## src/rtl/mref_pkg.sv

```systemverilog
package mref_pkg;

   localparam int NUM_OPS = 7;

   localparam logic [2:0] STEP_T3 = 3'd3;
   localparam logic [2:0] STEP_T4 = 3'd4;
   localparam logic [2:0] STEP_T5 = 3'd5;
   localparam logic [2:0] STEP_T6 = 3'd6;

   typedef enum logic [2:0] {
      OP_AND = 3'd0,
      OP_ADD = 3'd1,
      OP_LDA = 3'd2,
      OP_STA = 3'd3,
      OP_BUN = 3'd4,
      OP_BSA = 3'd5,
      OP_ISZ = 3'd6
   } op_e;

   typedef enum logic [1:0] {
      AC_HOLD,
      AC_AND,
      AC_ADD,
      AC_LOAD
   } ac_fn_e;

   typedef enum logic [1:0] {
      DR_HOLD,
      DR_MEM,
      DR_INC
   } dr_fn_e;

   typedef enum logic [1:0] {
      WS_NONE,
      WS_AC,
      WS_PC,
      WS_DR
   } wsrc_e;

   typedef struct packed {
      ac_fn_e ac_fn;
      dr_fn_e dr_fn;
      wsrc_e  wsrc;
      logic   pc_from_ar;
      logic   ar_inc;
      logic   skip_test;
      logic   sc_clr;
   } ctrl_t;

   localparam ctrl_t CTRL_IDLE = '{
      ac_fn: AC_HOLD, dr_fn: DR_HOLD, wsrc: WS_NONE,
      pc_from_ar: 1'b0, ar_inc: 1'b0, skip_test: 1'b0, sc_clr: 1'b0
   };

endpackage

```

## src/rtl/mref_decode.sv

```systemverilog
module mref_decode
   import mref_pkg::*;
#(
   parameter int N_OPS = NUM_OPS
) (
   input  logic [N_OPS-1:0] op_sel,
   input  logic [2:0]       step,
   output ctrl_t            ctrl
);

   localparam int IDX_W = (N_OPS > 1) ? $clog2(N_OPS) : 1;

   if (N_OPS != NUM_OPS) begin : g_bad_ops
      $error("mref_decode: N_OPS must equal the opcode count");
   end

   logic             sel_ok;
   logic [IDX_W-1:0] sel_idx;

   assign sel_ok = $onehot(op_sel);

   always_comb begin
      sel_idx = '0;
      for (int k = 0; k < N_OPS; k++) begin
         if (op_sel[k]) sel_idx = IDX_W'(k);
      end
   end

   always_comb begin
      ctrl = CTRL_IDLE;
      if (sel_ok) begin
         unique case (op_e'(sel_idx))
            OP_AND: begin
               if (step == STEP_T4) ctrl.dr_fn = DR_MEM;
               if (step == STEP_T5) begin
                  ctrl.ac_fn  = AC_AND;
                  ctrl.sc_clr = 1'b1;
               end
            end
            OP_ADD: begin
               if (step == STEP_T4) ctrl.dr_fn = DR_MEM;
               if (step == STEP_T5) begin
                  ctrl.ac_fn  = AC_ADD;
                  ctrl.sc_clr = 1'b1;
               end
            end
            OP_LDA: begin
               if (step == STEP_T4) ctrl.dr_fn = DR_MEM;
               if (step == STEP_T5) begin
                  ctrl.ac_fn  = AC_LOAD;
                  ctrl.sc_clr = 1'b1;
               end
            end
            OP_STA: begin
               if (step == STEP_T4) begin
                  ctrl.wsrc   = WS_AC;
                  ctrl.sc_clr = 1'b1;
               end
            end
            OP_BUN: begin
               if (step == STEP_T4) begin
                  ctrl.pc_from_ar = 1'b1;
                  ctrl.sc_clr     = 1'b1;
               end
            end
            OP_BSA: begin
               if (step == STEP_T4) begin
                  ctrl.wsrc   = WS_PC;
                  ctrl.ar_inc = 1'b1;
               end
               if (step == STEP_T5) begin
                  ctrl.pc_from_ar = 1'b1;
                  ctrl.sc_clr     = 1'b1;
               end
            end
            OP_ISZ: begin
               if (step == STEP_T4) ctrl.dr_fn = DR_MEM;
               if (step == STEP_T5) ctrl.dr_fn = DR_INC;
               if (step == STEP_T6) begin
                  ctrl.wsrc      = WS_DR;
                  ctrl.skip_test = 1'b1;
                  ctrl.sc_clr    = 1'b1;
               end
            end
            default: ctrl = CTRL_IDLE;
         endcase
      end
   end

endmodule

```

## src/rtl/mref_adder.sv

```systemverilog
module mref_adder #(
   parameter int DATA_W      = 16,
   parameter int ADDER_STYLE = 0
) (
   input  logic [DATA_W-1:0] a,
   input  logic [DATA_W-1:0] b,
   output logic [DATA_W-1:0] sum,
   output logic              cout
);

   if (DATA_W < 2) begin : g_bad_w
      $error("mref_adder: DATA_W must be at least 2");
   end
   if (ADDER_STYLE != 0 && ADDER_STYLE != 1) begin : g_bad_style
      $error("mref_adder: ADDER_STYLE must be 0 or 1");
   end

   if (ADDER_STYLE == 0) begin : g_infer
      assign {cout, sum} = {1'b0, a} + {1'b0, b};
   end else begin : g_ripple
      logic [DATA_W:0] carry;
      assign carry[0] = 1'b0;
      for (genvar i = 0; i < DATA_W; i++) begin : g_bit
         assign sum[i]     = a[i] ^ b[i] ^ carry[i];
         assign carry[i+1] = (a[i] & b[i]) | (carry[i] & (a[i] ^ b[i]));
      end
      assign cout = carry[DATA_W];
   end

endmodule

```

## src/rtl/mref_regs.sv

```systemverilog
module mref_regs
   import mref_pkg::*;
#(
   parameter int DATA_W = 16
) (
   input  logic              clk,
   input  logic              rst_n,
   input  ac_fn_e            ac_fn,
   input  dr_fn_e            dr_fn,
   input  logic [DATA_W-1:0] mem_rdata,
   input  logic [DATA_W-1:0] add_sum,
   input  logic              add_cout,
   output logic [DATA_W-1:0] acc_q,
   output logic              e_q,
   output logic [DATA_W-1:0] dr_q
);

   logic [DATA_W-1:0] acc_d;
   logic              e_d;
   logic [DATA_W-1:0] dr_d;

   always_comb begin
      acc_d = acc_q;
      e_d   = e_q;
      unique case (ac_fn)
         AC_AND:  acc_d = acc_q & dr_q;
         AC_ADD: begin
            acc_d = add_sum;
            e_d   = add_cout;
         end
         AC_LOAD: acc_d = dr_q;
         default: acc_d = acc_q;
      endcase
   end

   always_comb begin
      unique case (dr_fn)
         DR_MEM:  dr_d = mem_rdata;
         DR_INC:  dr_d = dr_q + DATA_W'(1);
         default: dr_d = dr_q;
      endcase
   end

   always_ff @(posedge clk or negedge rst_n) begin
      if (!rst_n) begin
         acc_q <= '0;
         e_q   <= 1'b0;
         dr_q  <= '0;
      end else begin
         acc_q <= acc_d;
         e_q   <= e_d;
         dr_q  <= dr_d;
      end
   end

endmodule

```

## src/rtl/mref_exec_unit.sv

```systemverilog
module mref_exec_unit
   import mref_pkg::*;
#(
   parameter int DATA_W      = 16,
   parameter int ADDR_W      = 12,
   parameter int ADDER_STYLE = 0
) (
   input  logic              clk,
   input  logic              rst_n,
   input  logic [6:0]        op_sel,
   input  logic [2:0]        step,
   input  logic [ADDR_W-1:0] ar_in,
   input  logic [ADDR_W-1:0] pc_in,
   input  logic [DATA_W-1:0] mem_rdata,
   output logic [ADDR_W-1:0] mem_addr,
   output logic [DATA_W-1:0] mem_wdata,
   output logic              mem_we,
   output logic              pc_load,
   output logic [ADDR_W-1:0] pc_load_val,
   output logic              pc_inc,
   output logic              ar_inc,
   output logic              sc_clear,
   output logic [DATA_W-1:0] acc,
   output logic              e_flag,
   output logic [DATA_W-1:0] dr
);

   localparam int PAD_W = DATA_W - ADDR_W;

   if (ADDR_W < 1 || PAD_W < 0) begin : g_bad_widths
      $error("mref_exec_unit: ADDR_W must be between 1 and DATA_W");
   end

   ctrl_t             ctrl;
   logic [DATA_W-1:0] add_sum;
   logic              add_cout;
   logic [DATA_W-1:0] pc_ext;

   mref_decode #(.N_OPS(NUM_OPS)) dec_i (
      .op_sel (op_sel),
      .step   (step),
      .ctrl   (ctrl)
   );

   mref_adder #(.DATA_W(DATA_W), .ADDER_STYLE(ADDER_STYLE)) add_i (
      .a    (acc),
      .b    (dr),
      .sum  (add_sum),
      .cout (add_cout)
   );

   mref_regs #(.DATA_W(DATA_W)) regs_i (
      .clk       (clk),
      .rst_n     (rst_n),
      .ac_fn     (ctrl.ac_fn),
      .dr_fn     (ctrl.dr_fn),
      .mem_rdata (mem_rdata),
      .add_sum   (add_sum),
      .add_cout  (add_cout),
      .acc_q     (acc),
      .e_q       (e_flag),
      .dr_q      (dr)
   );

   if (PAD_W > 0) begin : g_pad
      assign pc_ext = {{PAD_W{1'b0}}, pc_in};
   end else begin : g_nopad
      assign pc_ext = DATA_W'(pc_in);
   end

   always_comb begin
      unique case (ctrl.wsrc)
         WS_AC:   mem_wdata = acc;
         WS_PC:   mem_wdata = pc_ext;
         WS_DR:   mem_wdata = dr;
         default: mem_wdata = '0;
      endcase
   end

   assign mem_addr    = ar_in;
   assign mem_we      = (ctrl.wsrc != WS_NONE);
   assign pc_load     = ctrl.pc_from_ar;
   assign pc_load_val = ar_in;
   assign pc_inc      = ctrl.skip_test && (dr == '0);
   assign ar_inc      = ctrl.ar_inc;
   assign sc_clear    = ctrl.sc_clr;

endmodule

```

## config.mk

```make
export PLATFORM = sky130hd
export DESIGN_NAME = mref_exec_unit
export DESIGN_NICKNAME = d
export VERILOG_FILES = /design/src/rtl/mref_pkg.sv /design/src/rtl/mref_decode.sv /design/src/rtl/mref_adder.sv /design/src/rtl/mref_regs.sv /design/src/rtl/mref_exec_unit.sv
export SDC_FILE = /design/constraint.sdc
export NUM_CORES = 1
export LEC_CHECK = 0
export ABC_AREA = 1
export BUFFER_PORTS_ARGS = -buffer_cell sky130_fd_sc_hd__buf_2
export CORE_MARGIN = 4
export CORE_UTILIZATION = 55
export CTS_BUF_LIST = sky130_fd_sc_hd__clkbuf_2
export DETAILED_ROUTE_END_ITERATION = 12
export PLACE_DENSITY_LB_ADDON = 0.1
export SLEW_MARGIN = 20
export SYNTH_ARGS = -nofsm -noshare
export SYNTH_HDL_FRONTEND = slang
export SYNTH_HIERARCHICAL = 1
export SYNTH_SLANG_ARGS = --single-unit
```

## constraint.sdc

```tcl
create_clock -name clk -period 8.75 [get_ports clk]
set_input_delay 0.4375 -clock clk [delete_from_list [all_inputs] [get_ports clk]]
set_output_delay 0.4375 -clock clk [all_outputs]
set_load 0.005 [all_outputs]
```

==> results of run 1 <==
==> placed cells by master, fill, tap and decap left out, drive strengths merged <==
cell type  netlist  final
nand2          200    200
nor2            96     96
buf             34     93
inv             86     86
nand3           44     44
dfrtp           33     33
a21oi           24     24
ha              23     23
o21ai           21     21
o22ai           12     12
nand4            7      7
nor3             7      7
xor2             6      6
clkbuf           4      5
a22o             4      4
fa               4      4
o211ai           2      2
or2              2      2
nand3b           2      2
xnor2            2      2
nor3b            2      2
and2             1      1
a211oi           1      1
clkinv           0      1
bufinv           0      1
a22oi            1      1
==> registers in the layout (all words and copies together), names as in the netlist <==
| name | count |
|---|---|
| regs_i/acc_q | 16 |
| regs_i/dr_q | 16 |
| regs_i/e_q | 1 |
==> kinds of logic (layout without fill, tap and decap cells) <==
kind of cell | Yosys count | after routing | share of synthesized area, %
buf+inv | 124 | 186 | 15.1
simple gates | 361 | 361 | 43.5
flops | 33 | 33 | 21.0
fa+ha+maj | 27 | 27 | 9.35
compound gates | 65 | 65 | 9.28
xor+xnor | 8 | 8 | 1.78
==> per-layer routing <==
metal / up-vias / track usage [%]
met1: 1853 / 31.4
met2: 121 / 44.2
met5: - / 0
met4: 0 / 5.82
li1: 2047 / -
met3: 8 / 4.06
==> through the flow <==
| stage | area (um^2) | cells |
|---|---|---|
| detailed placement | 4250 | 769 |
| CTS | 4310 | 776 |
| global placement | 4250 | 769 |
| global route | 4320 | 776 |
| finish | 4320 | 776 |
| floorplan | 3940 | 618 |
==> critical path: stages <==
cell	delay, ns
buf_2	0.10
ha_1	0.28
inv_1	0.07
fa_1	0.43
fa_1	0.40
inv_1	0.08
fa_1	0.42
nor2_1	0.17
nand2_1	0.20
a21oi_1	0.43
inv_2	0.08
nor2_2	0.46
nand2_1	0.14
nand3_2	0.10
buf_2	0.11
==> area by class of cell <==
cell class	instances	area, um^2	share of cell area (%)
well taps	96	120	2.78
clock buffers	5	25.0	0.580
inverters	86	323	7.48
multi-input cells	461	2520	58.4
repair buffers	93	465	10.8
flip-flops and latches	33	826	19.1
clock inverters	2	35.0	0.812
==> path summary, 6_finish.rpt <==
path	from	endpoint	slack, ns
setup / recovery	op_sel[0]	mem_wdata[7]	4.38
hold / removal	rst_n	regs_i/acc_q[0]$_DFFE_PN0P_	0.10
setup reg to reg	regs_i/dr_q[0]$_DFFE_PN0P_	regs_i/acc_q[10]$_DFFE_PN0P_	6.69
hold reg to reg	regs_i/e_q$_DFFE_PN0N_	regs_i/e_q$_DFFE_PN0N_	0.50
max in group asynchronous	rst_n	regs_i/dr_q[7]$_DFFE_PN0P_	8.15
min in group clk	mem_rdata[1]	regs_i/dr_q[1]$_DFFE_PN0P_	0.27
==> power by group through the flow <==
stage | sequential [mW] | clock (mW) | combinational (mW)
after floorplan | 0.287 | 0 | 0.346
after global placement | 0.322 | 0 | 0.456
after detailed placement | 0.323 | 0 | 0.469
after CTS | 0.320 | 0.107 | 0.472
after global routing | 0.332 | 0.114 | 0.546
final | 0.321 | 0.104 | 0.473
==> out/summary.txt, run 1 <==
CTS Buffer Depth = 2
met3 WL = 501 um
uppermost layer routed = met4
crit path launch type = input port
Worst slew margin = 34.4%
worst hold margin = 0.103 ns
Critical Path AT = 3.93 ns
Clock transition at path regs = 0.19 ns
vias in the first global route = 3814
Sw Ratio = 51.7%
number of buffers created by CTS = 5
Yosys top cell area share = 21.0%
Die Span X = 92.6 um
wire length on met1 = 4720 um
All-Layer GR Usage = 24.9%
Final min period = 4.37 ns
die height = 92.6 um
Starting Density = 57.3%
Comb pwr share = 52.7%
Synth cell types = 37
internal power consumption = 434 uW
Rows = 30
Final Slew Violations = 0
register area share after synthesis = 21.0%
Final period util = 50.0%
leakage power = 2.53 nW
pre-CTS WS = 4.16 ns
count of input and output buffers = 93
Top FF cell, synth = dfrtp_1
register share of total power = 35.8%
dominant cells by area after synthesis = dfrtp_1 (21%), nand2_1 (16%), nor2_1 (8.1%)
Synth area leader = dfrtp_1
Post-CTS Hold Buffers = 0
Data required, critical path = 8.31 ns
number of synthesized register bits = 33
largest net degree at the start of global routing = 34
actual slew at the worst max-slew pin = 0.984 ns
final WL = 10500 um
Overall Power = 898 uW
outcome = finished clean
timing-limited maximum frequency = 229 MHz
Worst Setup Slack, final = 4.38 ns
CP Class = in2out
Post-synth EDFFs = 0
Avg Cell Area, Syn = 6.37 um^2
Cells after Synth = 618
Setup crit end kind = primary output
maximum VDD drop = 0.144 mV
post-CTS setup buffers = 0
CTS Root Cell = clkbuf_2
mapped cell area = 0.00394 mm^2
Final Hold Viols = 0
Worst R2R Path Depth = 11
first-pass GRT wire length = 17600 um
Avg Vias per Cell = 5.19
post-CTS sizing = 0
CP Max Fanout = 12
Clk network pwr share = 11.6%
Final ANT Viol Nets = 0
DR vias = 4029
RSZ-0062 raised after global routing = no
clk_skew = 0.0126 ns
layout net count = 759
initial antenna violation count = 0
routed length per instance = 13.5 um
yosys synthesis warning count = 6
Final HPWL DP = 7970 um
sw power = 465 uW
die area = 0.00857 mm^2
ys async rst share = 100%
count leader, synth = nand2_1
grt total ovfl = 0
Clk Latency, worst-skew pair = 0.39 ns
worst hold-check path type = in2async
PD cells = 208 mW/mm^2
routability cong. = 0.937
H-Tree Level Count = 2
IO Count = 130
Core Util, Final = 62.8%
drt first-iter violations = 247
Layout Area Growth over Synthesis = 9.63%
# diodes = 0
Commonest cells post-synth = nand2_1 (169), nor2_1 (85), inv_1 (74)
DR pass1 iterations = 5
CTS tree = yes
DRC viols = 0
final setup vio count = 0
max cap viols = 0
Syn Nets = 697
number of clock sinks = 33
core box area = 0.00687 mm^2
routed wl met2 = 5160 um
TNS Setup = 0 ns
filler cell count in the final layout = 670
share of post-route cells with drive strength above 1 = 25.7%
No activity file was read; power rests on OpenSTA's default activity.
==> inputs of run 2 (changes only) <==
--- a/config.mk
+++ b/config.mk
@@ -8,7 +8,7 @@
 export ABC_AREA = 1
 export BUFFER_PORTS_ARGS = -buffer_cell sky130_fd_sc_hd__buf_2
 export CORE_MARGIN = 4
-export CORE_UTILIZATION = 55
+export CORE_UTILIZATION = 53
 export CTS_BUF_LIST = sky130_fd_sc_hd__clkbuf_2
 export DETAILED_ROUTE_END_ITERATION = 12
 export PLACE_DENSITY_LB_ADDON = 0.1
==> constraint.sdc (replaced) <==
create_clock -name clk -period 4.5 [get_ports clk]
set_input_delay 0.225 -clock clk [delete_from_list [all_inputs] [get_ports clk]]
set_output_delay 0.225 -clock clk [all_outputs]
set_load 0.005 [all_outputs]
==> run 2 against run 1 <==
Compared with the run above: cell count up 1.0%; combinational power up 93%; register-to-register slack worse by 4.3 ns; sequential power up 95%; core utilization down 2.8 points; clock power up 110%; setup slack worse by 3.8 ns; non-clock buffer count up 4; global-route usage down 0.49 points; worst hold slack worse by 0.070 ns; critical path type unchanged.
==> out/summary.txt, run 2 (synthesis results as in run 1) <==
largest net degree at the start of global routing = 34 (unchanged)
CP Class = in2out
Data required, critical path = 4.28 ns (-4.03 ns)
Avg Vias per Cell = 5.14 (-1.0%)
final setup vio count = 0 (unchanged)
Critical Path AT = 3.70 ns (-0.23 ns)
CP Cell Sequence = buf_2 > ha_1 > inv_1 > fa_1 > fa_1 > inv_1 > fa_1 > nor2_1 > nand2_1 > a21oi_1 > inv_2 > nor2_2 > nand2_1 > nand3_2 > buf_2
Starting Density = 54.3% (-3.0 points)
DRC viols = 0 (unchanged)
RSZ-0062 raised after global routing = no
CP max stage cell = nor2_2
share of post-route cells with drive strength above 1 = 26.0% (+0.25 points)
core box area = 0.00725 mm^2 (+5.6%)
# diodes = 0 (unchanged)
Worst path most repeated cell = fa_1
Clock transition at path regs = 0.21 ns (+0.02 ns)
slowest stage delay, CP = 0.48 ns (+0.02 ns)
All-Layer GR Usage = 24.4% (-0.49 points)
CTS Buffer Depth = 2 (unchanged)
leakage power = 2.55 nW (+0.65%)
count of input and output buffers = 93 (unchanged)
max cap viols = 0 (unchanged)
grt total ovfl = 0 (unchanged)
Sw Ratio = 51.9% (+0.19 points)
Final ANT Viol Nets = 0 (unchanged)
DP Area = 0.00428 mm^2 (+0.62%)
Final HPWL DP = 7940 um (-0.35%)
internal power consumption = 844 uW (+95%)
H-Tree Level Count = 2 (unchanged)
Final period util = 87.2%
clk_skew = 0.0257 ns (+0.0131 ns)
TNS Setup = 0 ns (unchanged)
first-pass GRT wire length = 17500 um (-0.51%)
CP delay by family, top = adder cells
Final Slew Violations = 0 (unchanged)
number of clock sinks = 33 (unchanged)
largest registers = regs_i/acc_q x16, regs_i/dr_q x16, regs_i/e_q x1
register share of total power = 35.7% (about the same)
filler cell count in the final layout = 747 (+11%)
vias in the first global route = 3742 (-1.9%)
sw power = 911 uW (+96%)
final WL = 10500 um (+0.42%)
outcome = finished clean
PD cells = 403 mW/mm^2 (+94%)
maximum VDD drop = 0.229 mV (+59%)
Clk Latency, worst-skew pair = 0.40 ns (about the same)
IO Count = 130 (unchanged)
actual slew at the worst max-slew pin = 0.803 ns (-0.181 ns)
Setup crit end kind = primary output
Layout Area Growth over Synthesis = 10.6%
Comb pwr share = 51.9% (-0.8 points)
die height = 94.2 um (+1.7%)
drt first-iter violations = 217 (-12%)
routed length per instance = 13.4 um (-0.60%)
most frequent cells in the layout = nand2_1 (169), buf_2 (93), nor2_1 (85)
Worst slew margin = 46.5% (+12 points)
die area = 0.00887 mm^2 (+3.4%)
CP Max Fanout = 12 (unchanged)
Post-Layout Inst Area = 0.00435 mm^2 (+0.84%)
DR pass1 iterations = 5 (unchanged)
Rows = 31 (+3.3%)
Clk network pwr share = 12.4% (+0.8 points)
number of buffers created by CTS = 5 (unchanged)
Die Span X = 94.2 um (+1.7%)
DR vias = 4030 (+0.025%)
post-CTS sizing = 0 (unchanged)
Buf/Inv on CP = 5 (unchanged)
routability cong. = 0.934 (-0.33%)
layout net count = 763 (+0.53%)
CTS Root Cell = clkbuf_2
CTS tree = yes
Final Hold Viols = 0 (unchanged)
crit path launch type = input port
most common cell after layout, fill and taps aside = nand2_1
Final min period = 3.92 ns
initial antenna violation count = 0 (unchanged)
worst hold-check path type = in2reg
timing-limited maximum frequency = 255 MHz
-- run 2: worst paths after layout --
check | startpoint | to | slack, ns | cells past startpoint
max in group asynchronous | rst_n | regs_i/dr_q[13]$_DFFE_PN0P_ | 3.56 | 2
worst max register to register | regs_i/dr_q[0]$_DFFE_PN0P_ | regs_i/acc_q[14]$_DFFE_PN0P_ | 2.42 | 12
min in group asynchronous | rst_n | regs_i/acc_q[7]$_DFFE_PN0P_ | 0.41 | 2
worst min-delay path | mem_rdata[1] | regs_i/dr_q[1]$_DFFE_PN0P_ | 0.03 | 3
worst min register to register | regs_i/e_q$_DFFE_PN0N_ | regs_i/e_q$_DFFE_PN0N_ | 0.51 | 2
worst max-delay path | op_sel[1] | mem_wdata[9] | 0.58 | 15
-- run 2: cell type report --
type	instances	area, um^2	area share, %
sequential	33	826	19.0
inverter	86	323	7.42
multi-input combinational	461	2510	57.8
clock buffer	5	25.0	0.575
tap	99	124	2.85
timing repair buffer	97	498	11.4
clock inverter	3	41.3	0.949
-- run 2: what timing repair did --
item,in CTS,in global routing
hold buffers,1,0
hold endpoints to repair,33,0
setup endpoints to repair,0,0
setup buffers,0,0
-- run 2: worst min-delay path: cells and delay by family --
| family | cells | cell delay (ns) |
|---|---|---|
| AO/OA/AOI/OAI | 1 | 0.06 |
| AND/OR/NAND/NOR | 1 | 0.05 |
| buffers and inverters | 1 | 0.09 |
-- run 2: metal layers --
layer / up-vias / routed length [um] / global-route usage (%)
li1: 2056 / - / -
met3: 10 / 496 / 3.13
met5: - / 0 / 0
met2: 111 / 5070 / 41.7
met4: 0 / 131 / 6.62
met1: 1853 / 4810 / 32.3
-- run 2: through the flow --
| step | util, % | setup slack [ns] | instances | power [mW] | hold slack, ns |
|---|---|---|---|---|---|
| after floorplan | - | 1.20 | 618 | 1.23 | -0.0706 |
| after global placement | 58.9 | 0.700 | 775 | 1.51 | 0.357 |
| after detailed placement | 58.9 | 0.552 | 775 | 1.53 | 0.366 |
| after CTS | 60.0 | 0.550 | 784 | 1.76 | 0.0154 |
| after global routing | 60.0 | 0.296 | 784 | 1.93 | 0.0185 |
| final | 60.0 | 0.575 | 784 | 1.75 | 0.0335 |
-- run 2: power groups by stage --
stage               clock network (mW)  logic, mW  registers, mW
finish                           0.217      0.911          0.627
CTS                              0.223      0.911          0.624
global route                     0.234       1.04          0.650
floorplan                            0      0.672          0.558
global placement                     0      0.888          0.626
detailed placement                   0      0.906          0.629
==> inputs of run 3 (changes only) <==
--- a/config.mk
+++ b/config.mk
@@ -11,6 +11,7 @@
 export CORE_UTILIZATION = 53
 export CTS_BUF_LIST = sky130_fd_sc_hd__clkbuf_2
 export DETAILED_ROUTE_END_ITERATION = 12
+export MAX_ROUTING_LAYER = met4
 export PLACE_DENSITY_LB_ADDON = 0.1
 export SLEW_MARGIN = 20
 export SYNTH_ARGS = -nofsm -noshare
==> run 3 against run 2 <==
Compared with the run above: register-to-register slack about the same; routed wire length up 0.79%; power down 3.8%; count of clock-buffer cells in the layout unchanged; critical endpoint is now mem_wdata[7]; largest power group unchanged.
==> out/summary.txt, run 3 (synthesis results as in run 1) <==
Starting Density = 54.3% (unchanged)
Setup crit end kind = primary output
Critical Path AT = 3.70 ns (about the same)
IO Count = 130 (unchanged)
Critical R2R Launch = regs_i/dr_q[0]$_DFFE_PN0P_
TNS Setup = 0 ns (unchanged)
# diodes = 0 (unchanged)
count of input and output buffers = 93 (unchanged)
R2R setup slack = 2.43 ns (about the same)
CTS tree = yes
Worst slew margin = 46.6% (+0.061 points)
leakage power = 2.53 nW (-0.56%)
slowest stage delay, CP = 0.48 ns (about the same)
die area = 0.00887 mm^2 (unchanged)
CP Cell Sequence = buf_2 > ha_1 > inv_1 > fa_1 > fa_1 > inv_1 > fa_1 > nor2_1 > nand2_1 > a21oi_1 > inv_2 > nor2_2 > nand2_1 > nand3_2 > buf_2
first-pass GRT wire length = 17300 um (-1.1%)
final WL = 10600 um (+0.79%)
Final Hold Viols = 0 (unchanged)
Final HPWL DP = 8060 um (+1.5%)
Layout Area Growth over Synthesis = 9.79%
vias in the first global route = 3767 (+0.67%)
actual slew at the worst max-slew pin = 0.802 ns (-0.000918 ns)
max cap viols = 0 (unchanged)
Hold EP = regs_i/dr_q[1]$_DFFE_PN0P_
clk_skew = 0.0225 ns (-0.00312 ns)
CTS Root Cell = clkbuf_2
Data required, critical path = 4.28 ns (about the same)
CTS Buffer Depth = 2 (unchanged)
number of buffers created by CTS = 5 (unchanged)
largest registers = regs_i/acc_q x16, regs_i/dr_q x16, regs_i/e_q x1
routed length per instance = 13.5 um (+0.92%)
timing-limited maximum frequency = 255 MHz (-0.11%)
Final ANT Viol Nets = 0 (unchanged)
Overall Power = 1.69 mW (-3.8%)
CP Class = in2out
worst hold-check path type = in2reg
H-Tree Level Count = 2 (unchanged)
Hold Startpoint = mem_rdata[1]
DR vias = 4008 (-0.55%)
most common cell after layout, fill and taps aside = nand2_1
most frequent cells in the layout = nand2_1 (169), buf_2 (93), nor2_1 (85)
post-CTS setup buffers = 0 (unchanged)
Final Slew Violations = 0 (unchanged)
grt total ovfl = 0 (unchanged)
Non-Filler Instances = 783 (-0.13%)
share of post-route cells with drive strength above 1 = 25.9% (-0.11 points)
Worst path most repeated cell = fa_1
drt first-iter violations = 162 (-25%)
CP Max Fanout = 12 (unchanged)
Clk Latency, worst-skew pair = 0.39 ns (about the same)
outcome = finished clean
initial antenna violation count = 0 (unchanged)
DRC viols = 0 (unchanged)
Avg Vias per Cell = 5.12 (-0.42%)
core box area = 0.00725 mm^2 (unchanged)
Clock transition at path regs = 0.19 ns (-0.02 ns)
All-Layer GR Usage = 24.9% (+0.51 points)
final setup vio count = 0 (unchanged)
RSZ-0062 raised after global routing = no
CP max stage cell = nor2_2
Final min period = 3.93 ns (+0.00443 ns)
maximum VDD drop = 0.292 mV (+27%)
Rows = 31 (unchanged)
Final period util = 87.3% (+0.098 points)
worst hold path cell count = 3 (unchanged)
layout net count = 763 (unchanged)
crit path launch type = input port
PD cells = 391 mW/mm^2 (-3.1%)
Worst R2R Path Depth = 11 (-1)
largest net degree at the start of global routing = 34 (unchanged)
worst r2r dst = regs_i/acc_q[10]$_DFFE_PN0P_
DR pass1 iterations = 7 (+2)
Die Span X = 94.2 um (unchanged)
number of clock sinks = 33 (unchanged)
routability cong. = 0.904 (-3.2%)
die height = 94.2 um (unchanged)
placed cells = 775 (unchanged)
worst hold margin = 0.0530 ns (+0.0195 ns)
[run 3: cell count changes in the layout (fill, tap and decap cells not counted), sizes merged]
| cell | delta |
|---|---|
| bufinv | -1 |
[run 3: final cells by class]
class,instances,area (um^2)
Clock buffer,5,25.0
Multi-Input combinational cell,461,2510
Timing Repair Buffer,97,498
Inverter,86,323
Sequential cell,33,826
Clock inverter,2,11.3
Fill cell,761,2930
Tap cell,99,124
[run 3: metal layers]
metal	track usage, %	wire length, um	vias to the layer above	part of all wire (%)
met5	-	0	-	0
met4	5.78	124	0	1.2
met3	3.13	607	13	5.7
met2	42.6	5090	129	48
met1	31.5	4770	1810	45
li1	-	-	2056	-
[run 3: power breakdown]
group / internal (mW) / switching (mW) / leakage (nW)
clock: 0.0335 / 0.113 / 0.0225
combinational: 0.369 / 0.546 / 2.08
sequential: 0.384 / 0.243 / 0.428
[run 3: through the flow]
| step | utilization, % | cell area, um^2 | setup slack, ns |
|---|---|---|---|
| 2_1_floorplan | - | 3940 | 1.20 |
| 3_3_place_gp | 58.9 | 4280 | 0.673 |
| 3_5_place_dp | 58.9 | 4280 | 0.554 |
| 4_1_cts | 59.6 | 4320 | 0.546 |
| 5_1_grt | 59.6 | 4320 | 0.313 |
| 6_report | 59.6 | 4320 | 0.571 |
[run 3: how the worst max path moves through the flow]
stage / cells past startpoint / start / slack [ns] / endpoint
4_1_cts: 15 / op_sel[1] / 0.55 / mem_wdata[7]
2_1_floorplan: 18 / op_sel[0] / 1.20 / regs_i/dr_q[5]$_DFFE_PN0P_
6_report: 15 / op_sel[1] / 0.57 / mem_wdata[7]
5_1_grt: 15 / op_sel[1] / 0.31 / mem_wdata[7]
3_3_place_gp: 15 / op_sel[1] / 0.67 / mem_wdata[0]
3_5_place_dp: 15 / op_sel[1] / 0.55 / mem_wdata[7]
[run 3: critical path: cells and delay by family]
family | cells | cell delay [ns]
compound gates | 1 | 0.43
fa+ha+maj | 4 | 1.53
buf+inv | 5 | 0.41
simple gates | 5 | 1.10
[run 3: what timing repair did]
item	CTS	global route
hold buffers	1	0
gates resized for setup	0	0
hold endpoints to repair	33	0
